## src/rtl/hsk_pkg.sv

```systemverilog
// Shared types for the handshake bus slave port.
package hsk_pkg;

    // Controller states: idle, then one pass of the five-step handshake per word.
    typedef enum logic [2:0] {
        ST_IDLE   = 3'd0,
        ST_SAMPLE = 3'd1,
        ST_DRIVE  = 3'd2,
        ST_RAISE  = 3'd3,
        ST_HOLD   = 3'd4,
        ST_DROP   = 3'd5
    } hsk_state_e;

endpackage

```

## src/rtl/hsk_sync2.sv

```systemverilog
// Two-flop synchronizer for a single-bit level from another clock domain.
// Assumes the input is a slow level (held for several clk periods).
module hsk_sync2 (
    input  logic clk,
    input  logic rst_n,
    input  logic d_i,
    output logic q_o
);
    logic meta_q;

    // Shift the asynchronous level through two flops.
    always_ff @(posedge clk) begin
        if (!rst_n) begin
            meta_q <= 1'b0;
            q_o    <= 1'b0;
        end else begin
            meta_q <= d_i;
            q_o    <= meta_q;
        end
    end
endmodule

```

## src/rtl/hsk_word_buf.sv

```systemverilog
// Local word buffer: one synchronous write port, two combinational read ports
// (one for the handshake controller, one for the host). Contents are not reset.
module hsk_word_buf #(
    parameter int DATA_W = 32,
    parameter int DEPTH  = 8,
    parameter int PTR_W  = $clog2(DEPTH)
) (
    input  logic              clk,
    input  logic              we_i,
    input  logic [PTR_W-1:0]  waddr_i,
    input  logic [DATA_W-1:0] wdata_i,
    input  logic [PTR_W-1:0]  raddr_a_i,
    output logic [DATA_W-1:0] rdata_a_o,
    input  logic [PTR_W-1:0]  raddr_b_i,
    output logic [DATA_W-1:0] rdata_b_o
);
    logic [DATA_W-1:0] mem_q [DEPTH];

    // Store one word per write strobe.
    always_ff @(posedge clk) begin
        if (we_i) mem_q[waddr_i] <= wdata_i;
    end

    assign rdata_a_o = mem_q[raddr_a_i];
    assign rdata_b_o = mem_q[raddr_b_i];
endmodule

```

## src/rtl/hsk_slave_fsm.sv

```systemverilog
// Handshake controller: latches direction, channel address and word count at
// start, then for each word samples ready+address, drives or latches data,
// raises acknowledge, waits for ready low, lowers acknowledge.
// Assumes rdy_s_i is already synchronized and the master keeps address and
// data stable while ready is high.
module hsk_slave_fsm
    import hsk_pkg::*;
#(
    parameter int ADDR_W = 16,
    parameter int DATA_W = 32,
    parameter int CNT_W  = 4,
    parameter int PTR_W  = 3
) (
    input  logic              clk,
    input  logic              rst_n,
    input  logic              start_i,
    input  logic              dir_send_i,
    input  logic [ADDR_W-1:0] chan_addr_i,
    input  logic [CNT_W-1:0]  word_cnt_i,
    input  logic              rdy_s_i,
    input  logic [ADDR_W-1:0] bus_addr_i,
    input  logic [DATA_W-1:0] bus_data_i,
    input  logic [DATA_W-1:0] mem_rdata_i,
    output logic [PTR_W-1:0]  mem_ptr_o,
    output logic              mem_we_o,
    output logic [DATA_W-1:0] mem_wdata_o,
    output logic [DATA_W-1:0] dout_o,
    output logic              oe_o,
    output logic              ack_o,
    output logic              done_o,
    output hsk_state_e        state_o,
    output logic              dir_o,
    output logic [ADDR_W-1:0] chan_o
);
    localparam logic [PTR_W-1:0] PTR_ONE = PTR_W'(1);
    localparam logic [CNT_W-1:0] CNT_ONE = CNT_W'(1);

    hsk_state_e        state_q;
    logic              dir_q;
    logic [ADDR_W-1:0] chan_q;
    logic [CNT_W-1:0]  left_q;
    logic [PTR_W-1:0]  ptr_q;
    logic              ack_q, oe_q, done_q;
    logic [DATA_W-1:0] dout_q;

    // State sequencing plus the registered bus outputs and counters.
    always_ff @(posedge clk) begin
        if (!rst_n) begin
            state_q <= ST_IDLE;
            dir_q   <= 1'b0;
            chan_q  <= '0;
            left_q  <= '0;
            ptr_q   <= '0;
            ack_q   <= 1'b0;
            oe_q    <= 1'b0;
            done_q  <= 1'b0;
            dout_q  <= '0;
        end else begin
            done_q <= 1'b0;
            case (state_q)
                ST_IDLE: begin
                    if (start_i) begin
                        dir_q  <= dir_send_i;
                        chan_q <= chan_addr_i;
                        left_q <= word_cnt_i;
                        ptr_q  <= '0;
                        if (word_cnt_i == '0) done_q  <= 1'b1;
                        else                  state_q <= ST_SAMPLE;
                    end
                end
                ST_SAMPLE: begin
                    if (rdy_s_i && (bus_addr_i == chan_q)) state_q <= ST_DRIVE;
                end
                ST_DRIVE: begin
                    if (dir_q) begin
                        dout_q <= mem_rdata_i;
                        oe_q   <= 1'b1;
                    end
                    ptr_q   <= ptr_q + PTR_ONE;
                    state_q <= ST_RAISE;
                end
                ST_RAISE: begin
                    ack_q   <= 1'b1;
                    left_q  <= left_q - CNT_ONE;
                    state_q <= ST_HOLD;
                end
                ST_HOLD: begin
                    if (!rdy_s_i) state_q <= ST_DROP;
                end
                ST_DROP: begin
                    ack_q <= 1'b0;
                    oe_q  <= 1'b0;
                    if (left_q != '0) begin
                        state_q <= ST_SAMPLE;
                    end else begin
                        state_q <= ST_IDLE;
                        done_q  <= 1'b1;
                    end
                end
                default: state_q <= ST_IDLE;
            endcase
        end
    end

    // Receive path writes the bus word at the drive step.
    assign mem_we_o    = (state_q == ST_DRIVE) && !dir_q;
    assign mem_wdata_o = bus_data_i;
    assign mem_ptr_o   = ptr_q;
    assign dout_o      = dout_q;
    assign oe_o        = oe_q;
    assign ack_o       = ack_q;
    assign done_o      = done_q;
    assign state_o     = state_q;
    assign dir_o       = dir_q;
    assign chan_o      = chan_q;
endmodule

```

## src/rtl/hsk_slave_port.sv

```systemverilog
// Top of the handshake bus slave port: synchronizer, word buffer and
// controller. Host buffer writes are honoured only while the controller idles.
// Assumes DEPTH is a power of two.
module hsk_slave_port
    import hsk_pkg::*;
#(
    parameter int ADDR_W = 16,
    parameter int DATA_W = 32,
    parameter int DEPTH  = 8,
    localparam int CNT_W = $clog2(DEPTH + 1),
    localparam int PTR_W = $clog2(DEPTH)
) (
    input  logic              clk,
    input  logic              rst_n,
    input  logic              start_i,
    input  logic              dir_send_i,
    input  logic [ADDR_W-1:0] chan_addr_i,
    input  logic [CNT_W-1:0]  word_cnt_i,
    input  logic              bus_rdy_i,
    input  logic [ADDR_W-1:0] bus_addr_i,
    input  logic [DATA_W-1:0] bus_data_i,
    output logic [DATA_W-1:0] bus_data_o,
    output logic              bus_data_oe_o,
    output logic              bus_ack_o,
    output logic              done_o,
    input  logic              buf_we_i,
    input  logic [PTR_W-1:0]  buf_waddr_i,
    input  logic [DATA_W-1:0] buf_wdata_i,
    input  logic [PTR_W-1:0]  buf_raddr_i,
    output logic [DATA_W-1:0] buf_rdata_o
);
    logic              rdy_s;
    logic [PTR_W-1:0]  mem_ptr;
    logic              mem_we;
    logic [DATA_W-1:0] mem_wdata, mem_rdata, dout;
    logic              oe;
    hsk_state_e        state;
    logic              dir_q;
    logic [ADDR_W-1:0] chan_q;
    logic              wr_en;
    logic [PTR_W-1:0]  wr_addr;
    logic [DATA_W-1:0] wr_data;

    hsk_sync2 u_rdy_sync (
        .clk   (clk),
        .rst_n (rst_n),
        .d_i   (bus_rdy_i),
        .q_o   (rdy_s)
    );

    hsk_slave_fsm #(
        .ADDR_W (ADDR_W),
        .DATA_W (DATA_W),
        .CNT_W  (CNT_W),
        .PTR_W  (PTR_W)
    ) u_fsm (
        .clk         (clk),
        .rst_n       (rst_n),
        .start_i     (start_i),
        .dir_send_i  (dir_send_i),
        .chan_addr_i (chan_addr_i),
        .word_cnt_i  (word_cnt_i),
        .rdy_s_i     (rdy_s),
        .bus_addr_i  (bus_addr_i),
        .bus_data_i  (bus_data_i),
        .mem_rdata_i (mem_rdata),
        .mem_ptr_o   (mem_ptr),
        .mem_we_o    (mem_we),
        .mem_wdata_o (mem_wdata),
        .dout_o      (dout),
        .oe_o        (oe),
        .ack_o       (bus_ack_o),
        .done_o      (done_o),
        .state_o     (state),
        .dir_o       (dir_q),
        .chan_o      (chan_q)
    );

    // Controller owns the write port during a message; host only while idle.
    always_comb begin
        if (mem_we) begin
            wr_en   = 1'b1;
            wr_addr = mem_ptr;
            wr_data = mem_wdata;
        end else begin
            wr_en   = buf_we_i && (state == ST_IDLE);
            wr_addr = buf_waddr_i;
            wr_data = buf_wdata_i;
        end
    end

    hsk_word_buf #(
        .DATA_W (DATA_W),
        .DEPTH  (DEPTH),
        .PTR_W  (PTR_W)
    ) u_buf (
        .clk       (clk),
        .we_i      (wr_en),
        .waddr_i   (wr_addr),
        .wdata_i   (wr_data),
        .raddr_a_i (mem_ptr),
        .rdata_a_o (mem_rdata),
        .raddr_b_i (buf_raddr_i),
        .rdata_b_o (buf_rdata_o)
    );

    assign bus_data_oe_o = oe;
    assign bus_data_o    = oe ? dout : '0;
endmodule

```

## config.mk

```make
export PLATFORM = sky130hd
export DESIGN_NAME = hsk_slave_port
export DESIGN_NICKNAME = d
export VERILOG_FILES = /design/src/rtl/hsk_pkg.sv /design/src/rtl/hsk_sync2.sv /design/src/rtl/hsk_word_buf.sv /design/src/rtl/hsk_slave_fsm.sv /design/src/rtl/hsk_slave_port.sv
export SDC_FILE = /design/constraint.sdc
export NUM_CORES = 1
export LEC_CHECK = 0
export CELL_PAD_IN_SITES_DETAIL_PLACEMENT = 1
export CELL_PAD_IN_SITES_GLOBAL_PLACEMENT = 1
export CORE_ASPECT_RATIO = 1.75
export CORE_MARGIN = 2
export CORE_UTILIZATION = 43
export CTS_CLUSTER_DIAMETER = 60
export CTS_CLUSTER_SIZE = 24
export DETAILED_ROUTE_END_ITERATION = 7
export GPL_TIMING_DRIVEN = 0
export HOLD_SLACK_MARGIN = 0.02
export PLACE_DENSITY_LB_ADDON = 0.1
export SLEW_MARGIN = 0
export SYNTH_ARGS = -nofsm -noshare
export SYNTH_HDL_FRONTEND = slang
export SYNTH_SLANG_ARGS = --single-unit
```

## constraint.sdc

```tcl
create_clock -name clk -period 2.8 [get_ports clk]
set_clock_uncertainty 0.1 [all_clocks]
set_input_delay 0.7 -clock clk [delete_from_list [all_inputs] [get_ports clk]]
set_output_delay 0.7 -clock clk [all_outputs]
set_load 0.05 [all_outputs]
```

## Word-level counts from Yosys, hierarchy flattened

Memory sizes are Yosys's and may differ from the RTL's. A register that Yosys moved wholly into a read port is not among the register bits.
Index checks and enable logic that the tools add are counted.

| operators by class | value |
|---|---|
| add/subtract/negate cells | 2 |
| equality and inequality tests | 11 |
| multiplexer cells | 23 |
| reduce and logical (&&, ||, !) cells | 18 |

Operators with widths:

| cell | count |
|---|---|
| 2-to-1 mux 32 bit | 2 |
| 2-to-1 mux 3 bit | 6 |
| case mux 3 bit (6 select lines) | 1 |
| equality test 16 bit | 1 |
| AND reduction 2 bit | 5 |
| 2-to-1 mux 1 bit | 8 |
| case mux 4 bit (2 select lines) | 1 |
| nonzero test 2 bit | 4 |
| equality test 3 x 2 -> 1 bit, second input constant | 2 |
| equality test 3 bit, second input constant | 2 |
| != test 2 bit, second input constant | 3 |
| case mux 1 bit (2 select lines) | 3 |
| case mux 3 bit (2 select lines) | 1 |
| zero test 4 bit | 1 |
| 2-to-1 mux 4 bit | 1 |
| != test 2 x 1 -> 1 bit, second input constant | 2 |
| AND reduction 4 bit | 1 |
| nonzero test 4 bit | 1 |
| subtractor 4 x 1 -> 4 bit, second input constant | 1 |
| adder 3 x 1 -> 3 bit, second input constant | 1 |
| equality test 3 x 1 -> 1 bit, second input constant | 1 |
| logical AND 1 bit | 3 |
| zero test 3 bit | 1 |
| zero test 1 bit | 2 |

| word-level totals | value |
|---|---|
| bits in registers | 32 |
| memory bits (writable) | 256 |
| input bits | 112 |
| memories kept | 1 |

Memories:

| memory | depth | bits a word | rd ports | clocked after Yosys merged registers in | wr ports | RTL line | RTL |
|---|---|---|---|---|---|---|---|
| u_buf.mem_q | 8 | 32 | 2 | 1 | 1 | hsk_word_buf.sv:17 | `logic [DATA_W-1:0] mem_q [DEPTH];` |

## Depth between registers and ports, before layout

| depth | value |
|---|---|
| depth in word-level cells | 5 |
| gate-level depth with buffers | 7 |

## Modules after synthesis

Synthesis repeated with hierarchy kept, for this count alone.

| unflattened totals | value |
|---|---|
| cells, all modules | 925 |
| area total of the unflattened synthesis | 15688.8 µm² |

By module, submodules not included:

| module | instances | cells each | area an instance (µm²) | seq. area each (µm²) |
|---|---|---|---|---|
| hsk_word_buf | 1 | 497 | 11898.9 | 7687.4 |
| hsk_slave_fsm | 1 | 348 | 2936.6 | 1241.2 |
| hsk_slave_port | 1 | 76 | 800.8 | 0.0 |
| hsk_sync2 | 1 | 4 | 52.6 | 40.0 |

## Worst setup path before layout

No wires, ideal clock.

| timing | value |
|---|---|
| path kind | register to register |
| start | register u_fsm.state_q[1], in the netlist u_fsm.state_o[1] |
| end | memory u_buf.mem_q[7][0], enable pin |
| setup time | 421 ps |
| arrival time | 2526 ps |
| required time | 2279 ps |
| slack | -248 ps |
| stages on the path, launching flop included | 7 |
| path buffers | 2 |
| period minus slack after synthesis | 3048 ps |
| path through | dfxtp_1 -> buf_2 -> nand2b_1 -> nor3_4 -> buf_2 -> a32oi_1 -> nor2_1 |

| on the way | value |
|---|---|
| word-level cells in the longest chain between the ends | 5 |

RTL lines:

| element | RTL line | RTL |
|---|---|---|
| from (decl) | hsk_slave_fsm.sv:38 | `hsk_state_e state_q;` |
| from (signal assigned) | hsk_slave_fsm.sv:49 | `state_q <= ST_IDLE;` |
| from (signal assigned) | hsk_slave_fsm.sv:68 | `else state_q <= ST_SAMPLE;` |
| from (signal assigned) | hsk_slave_fsm.sv:72 | `if (rdy_s_i && (bus_addr_i == chan_q)) state_q <= ST_DRIVE;` |
| equality test 3 x 2 -> 1 bit or zero test 3 bit (tied branches) | hsk_slave_fsm.sv:106, hsk_slave_port.sv:86 |  |
| logical AND 1 bit, on equally long branches | hsk_slave_fsm.sv:106, hsk_slave_port.sv:86 |  |
| 2-to-1 mux 1 bit | hsk_slave_port.sv:81 | `if (mem_we) begin` |
| 2-to-1 mux 1 bit | hsk_word_buf.sv:21 | `if (we_i) mem_q[waddr_i] <= wdata_i;` |
| 2-to-1 mux 1 bit (not written as such) | hsk_word_buf.sv:21 |  |
| to (decl) | hsk_word_buf.sv:17 |  |

Several ways; a longest one is shown, not always the timed one.

## Final worst setup path

| timing | value |
|---|---|
| start | input port buf_raddr_i[0] |
| end | output port buf_rdata_o[0] |

| on the way | value |
|---|---|
| word-level cells in the longest chain between the ends | 1 |

RTL lines:

| element | RTL line | RTL |
|---|---|---|
| from (decl) | hsk_slave_port.sv:29 | `input logic [PTR_W-1:0] buf_raddr_i,` |
| memory read (8 x 32 bit) | -- |  |
| to (decl) | hsk_slave_port.sv:30 | `output logic [DATA_W-1:0] buf_rdata_o` |

Every way passes these cells.

==> reports/metrics.cfg <==
[clock_network]
cts.hold.buffers_added = 0
cts-htree-levels = 1
clkTransAtPathRegs_ns = 0.09
cts-root-buf = sky130_fd_sc_hd__clkbuf_16
numCtsBuffers = 20
clock_sink_count = 320
tritoncts = yes
ctsLongestPathBuffers = 3
clock_latency_ns = 0.53

[setup_path]
slowest_delay_ns = 0.52
critical_path.endpoint_type = output pin
path_max_fanout = 6
worst-endpoint-required_ns = 2.00
worst-endpoint-arrival_ns = 2.02
critical_path.cell_chain = buf_16, buf_4, mux4_2, mux2_2, buf_6
reg2regPathDepth = 7
critPathSlowestCell = sky130_fd_sc_hd__mux4_2
timing.critical_path.from_type = input pin
path_class = in2out

[power_and_ir_drop]
total_power_mw = 9.57
ir_drop_mv = 0.405
power.static_leakage_nw = 6.19
power_density_nw_per_um2 = 511

[synth]
synth.largest_area_cell = sky130_fd_sc_hd__edfxtp_1
synth_enable_flop_cells = 256
yosys-mux-area-fraction = 0.245
synth_area_um2 = 14800
yosys.area_share.xor_xnor = 0.0101
synth_top_family_by_area = multiplexers
synth.yosys.seq_area_share = 0.607
yosys.area_share.simple = 0.0609
mappedNetlistNets = 1022
synth.lib_cells_used.distinct = 47
ys_top_cells_by_area = sky130_fd_sc_hd__edfxtp_1, sky130_fd_sc_hd__mux4_2, sky130_fd_sc_hd__dfxtp_1
yosys.cell_count.top_type = sky130_fd_sc_hd__edfxtp_1
post_synth_fa_ha_maj_area_fraction = 0.00169
ranking_of_synthesized_cells_by_instance_count = sky130_fd_sc_hd__edfxtp_1, sky130_fd_sc_hd__mux4_2, sky130_fd_sc_hd__nand2_1
ys_dominant_reg_cell = sky130_fd_sc_hd__edfxtp_1
ys_warnings = 0
post-synth-top-area-fraction = 0.520
synthesis.area_per_instance_um2 = 16.3
ys_ff_latch = 320
synth-compound-area-share = 0.0470
synth_cells = 908
async_reset_ff_frac = 0

[sta]
fmaxAchievable_ghz = 0.354
setup_viol = 9
fin_tns_setup_ns = -0.114
period_needed_ns = 2.82
finalHoldViolations = 0
min_period_over_period = 1.01
worst_pin_slew_ns = 0.953
setup_repair_after_global_routing_missed_its_margin = true
worst_hold_slack_ns = 0.349
maxSlewViolCount = 0
max_slew_margin = 0.364
finalWorstSetupSlack_ns = -0.0238

[global_routing]
grt_util_all_layers = 0.247
grt_first_pass_wirelength_um = 64300
grt_start_max_net_pins = 26
via_count_of_the_first_global_routing_pass = 10224
overflow = 0
antenna_violations_before_repair = 1

[die]
die_y_um = 249
die-area_um2 = 35900
floorplan.initialDensity = 0.438
io-pin-count = 179
design.core.area_um2 = 33700
fp-row-count = 89
die_x_um = 144

[layout]
fillCellCount = 3159
final-instance-count-excl-fill = 1608
final_nets = 1254
areaGrowthSynthToFinish_pct = 26.7
n_diodes = 0
ratio_of_cells_with_drive_above_1_in_the_final_layout = 0.337
finalInstanceArea_um2 = 18700

[place]
post-place-cells = 1545
final_weighted_congestion_in_routability_driven_placement = 0.776
detail_placement_hpwl_um = 28400
port_buffers = 174
placement_cell_area_um2 = 17300

[routing]
dr_total_vias = 9219
dr.first_iter.drc_count = 621
drc = 0
postRouteAntennaNets = 0
drt_first_pass_iters = 5
drt_wl_total_um = 43100
viasPerCell = 5.73
wire_length_per_cell_after_detailed_routing_um = 26.8

[status]
status = finished with violations
violations = negative setup slack

[job]
max_cap_viol_count = 0

[hold_path]
class_of_the_tightest_hold_or_removal_check = reg2reg
worstHoldPathCells = 1

[cell type report]
type | instances | area (µm²) | share of cell area
clock buffer | 23 | 533 | 0.0285
timing repair buffer | 212 | 2480 | 0.132
sequential | 320 | 8970 | 0.479
clock inverter | 12 | 111 | 0.00595
tap | 455 | 569 | 0.0304
buffer | 68 | 513 | 0.0274
multi-input combinational | 511 | 5520 | 0.295
inverter | 7 | 26.3 | 0.00140
[state kept, by name (all words and copies together) (netlist names)]
register / count
u_fsm.oe_o: 1
u_fsm.ack_o: 1
u_buf.mem_q: 256
u_fsm.dir_o: 1
u_fsm.state_o: 3
u_fsm.done_o: 1
u_fsm.mem_ptr_o: 3
u_rdy_sync.meta_q: 1
u_rdy_sync.q_o: 1
u_fsm.dout_o: 32
u_fsm.chan_o: 16
u_fsm.left_q: 4
[layout by cell type (no fill, tap or decap), types with 3 or more instances in the layout]
| cell | synthesis | routed |
|---|---|---|
| sky130_fd_sc_hd__buf_8 | 0 | 17 |
| sky130_fd_sc_hd__o21ai_1 | 13 | 13 |
| sky130_fd_sc_hd__clkdlybuf4s50_1 | 0 | 110 |
| sky130_fd_sc_hd__mux2_2 | 64 | 45 |
| sky130_fd_sc_hd__clkbuf_1 | 21 | 19 |
| sky130_fd_sc_hd__clkdlybuf4s15_2 | 0 | 30 |
| sky130_fd_sc_hd__o21ai_0 | 24 | 24 |
| sky130_fd_sc_hd__buf_1 | 12 | 3 |
| sky130_fd_sc_hd__edfxtp_1 | 256 | 256 |
| sky130_fd_sc_hd__a31oi_1 | 37 | 36 |
| sky130_fd_sc_hd__dfxtp_1 | 64 | 63 |
| sky130_fd_sc_hd__nor2b_1 | 5 | 5 |
| sky130_fd_sc_hd__buf_6 | 12 | 29 |
| sky130_fd_sc_hd__nor2_4 | 0 | 8 |
| sky130_fd_sc_hd__buf_4 | 6 | 15 |
| sky130_fd_sc_hd__buf_2 | 18 | 24 |
| sky130_fd_sc_hd__buf_16 | 0 | 5 |
| sky130_fd_sc_hd__mux4_2 | 128 | 128 |
| sky130_fd_sc_hd__xnor2_1 | 17 | 17 |
| sky130_fd_sc_hd__and2_1 | 38 | 38 |
| sky130_fd_sc_hd__mux2_4 | 0 | 19 |
| sky130_fd_sc_hd__nand4_1 | 4 | 4 |
| sky130_fd_sc_hd__a21oi_1 | 7 | 7 |
| sky130_fd_sc_hd__clkbuf_16 | 0 | 21 |
| sky130_fd_sc_hd__nor2_1 | 15 | 7 |
| sky130_fd_sc_hd__nand2_1 | 108 | 108 |
| sky130_fd_sc_hd__nand2b_1 | 4 | 4 |
| sky130_fd_sc_hd__buf_12 | 0 | 23 |
| sky130_fd_sc_hd__inv_1 | 6 | 6 |
| sky130_fd_sc_hd__a21boi_0 | 19 | 19 |
[kinds of logic after synthesis]
logic type      after synthesis
fa+ha+maj                     2
compound gates              111
flops                       320
buf+inv                      77
mux                         193
simple gates                188
xor+xnor                     17
[timing repair]
action | CTS | global route
gates resized for setup | 390 | 27
endpoints found under the setup margin | 304 | 188
pin swaps | 8 | 0
gates cloned | 8 | 0
setup buffers | 26 | 4
[worst max-delay path: cells and delay by family]
family	cells	cell delay [ns]
mux	2	0.83
buf+inv	3	0.49
[final timing paths]
kind                      start                end  slack (ns)
max reg2reg  u_fsm.mem_ptr_o[1]  u_buf.mem_q[4][7]        0.13
min reg2reg   u_rdy_sync.meta_q     u_rdy_sync.q_o        0.35
min           u_rdy_sync.meta_q     u_rdy_sync.q_o        0.35
max              buf_raddr_i[0]     buf_rdata_o[0]       -0.02
[power breakdown]
group	total (mW)	internal, mW	leakage, nW	switching (mW)
logic	1.14	0.570	3.03	0.571
clock network	3.16	1.44	0.315	1.72
registers	5.27	5.22	2.84	0.0433
[through the flow]
stage | util | setup WS (ns)
finish | 0.555 | -0.0238
global route | 0.555 | -0.0600
CTS | 0.557 | -0.158
detailed placement | 0.513 | -1.15
global placement | 0.506 | -2.51
floorplan | - | -0.248
[per-layer routing]
layer / up-vias / wire length, µm / global-route usage / share of wire
met5: - / 0 / 0 / 0
met1: 4810 / 16200 / 0.299 / 0.38
met4: 0 / 1130 / 0.0706 / 0.026
met3: 56 / 1990 / 0.0238 / 0.046
met2: 305 / 23800 / 0.459 / 0.55
li1: 4048 / - / - / -
Power figures use the tool's default switching activity.
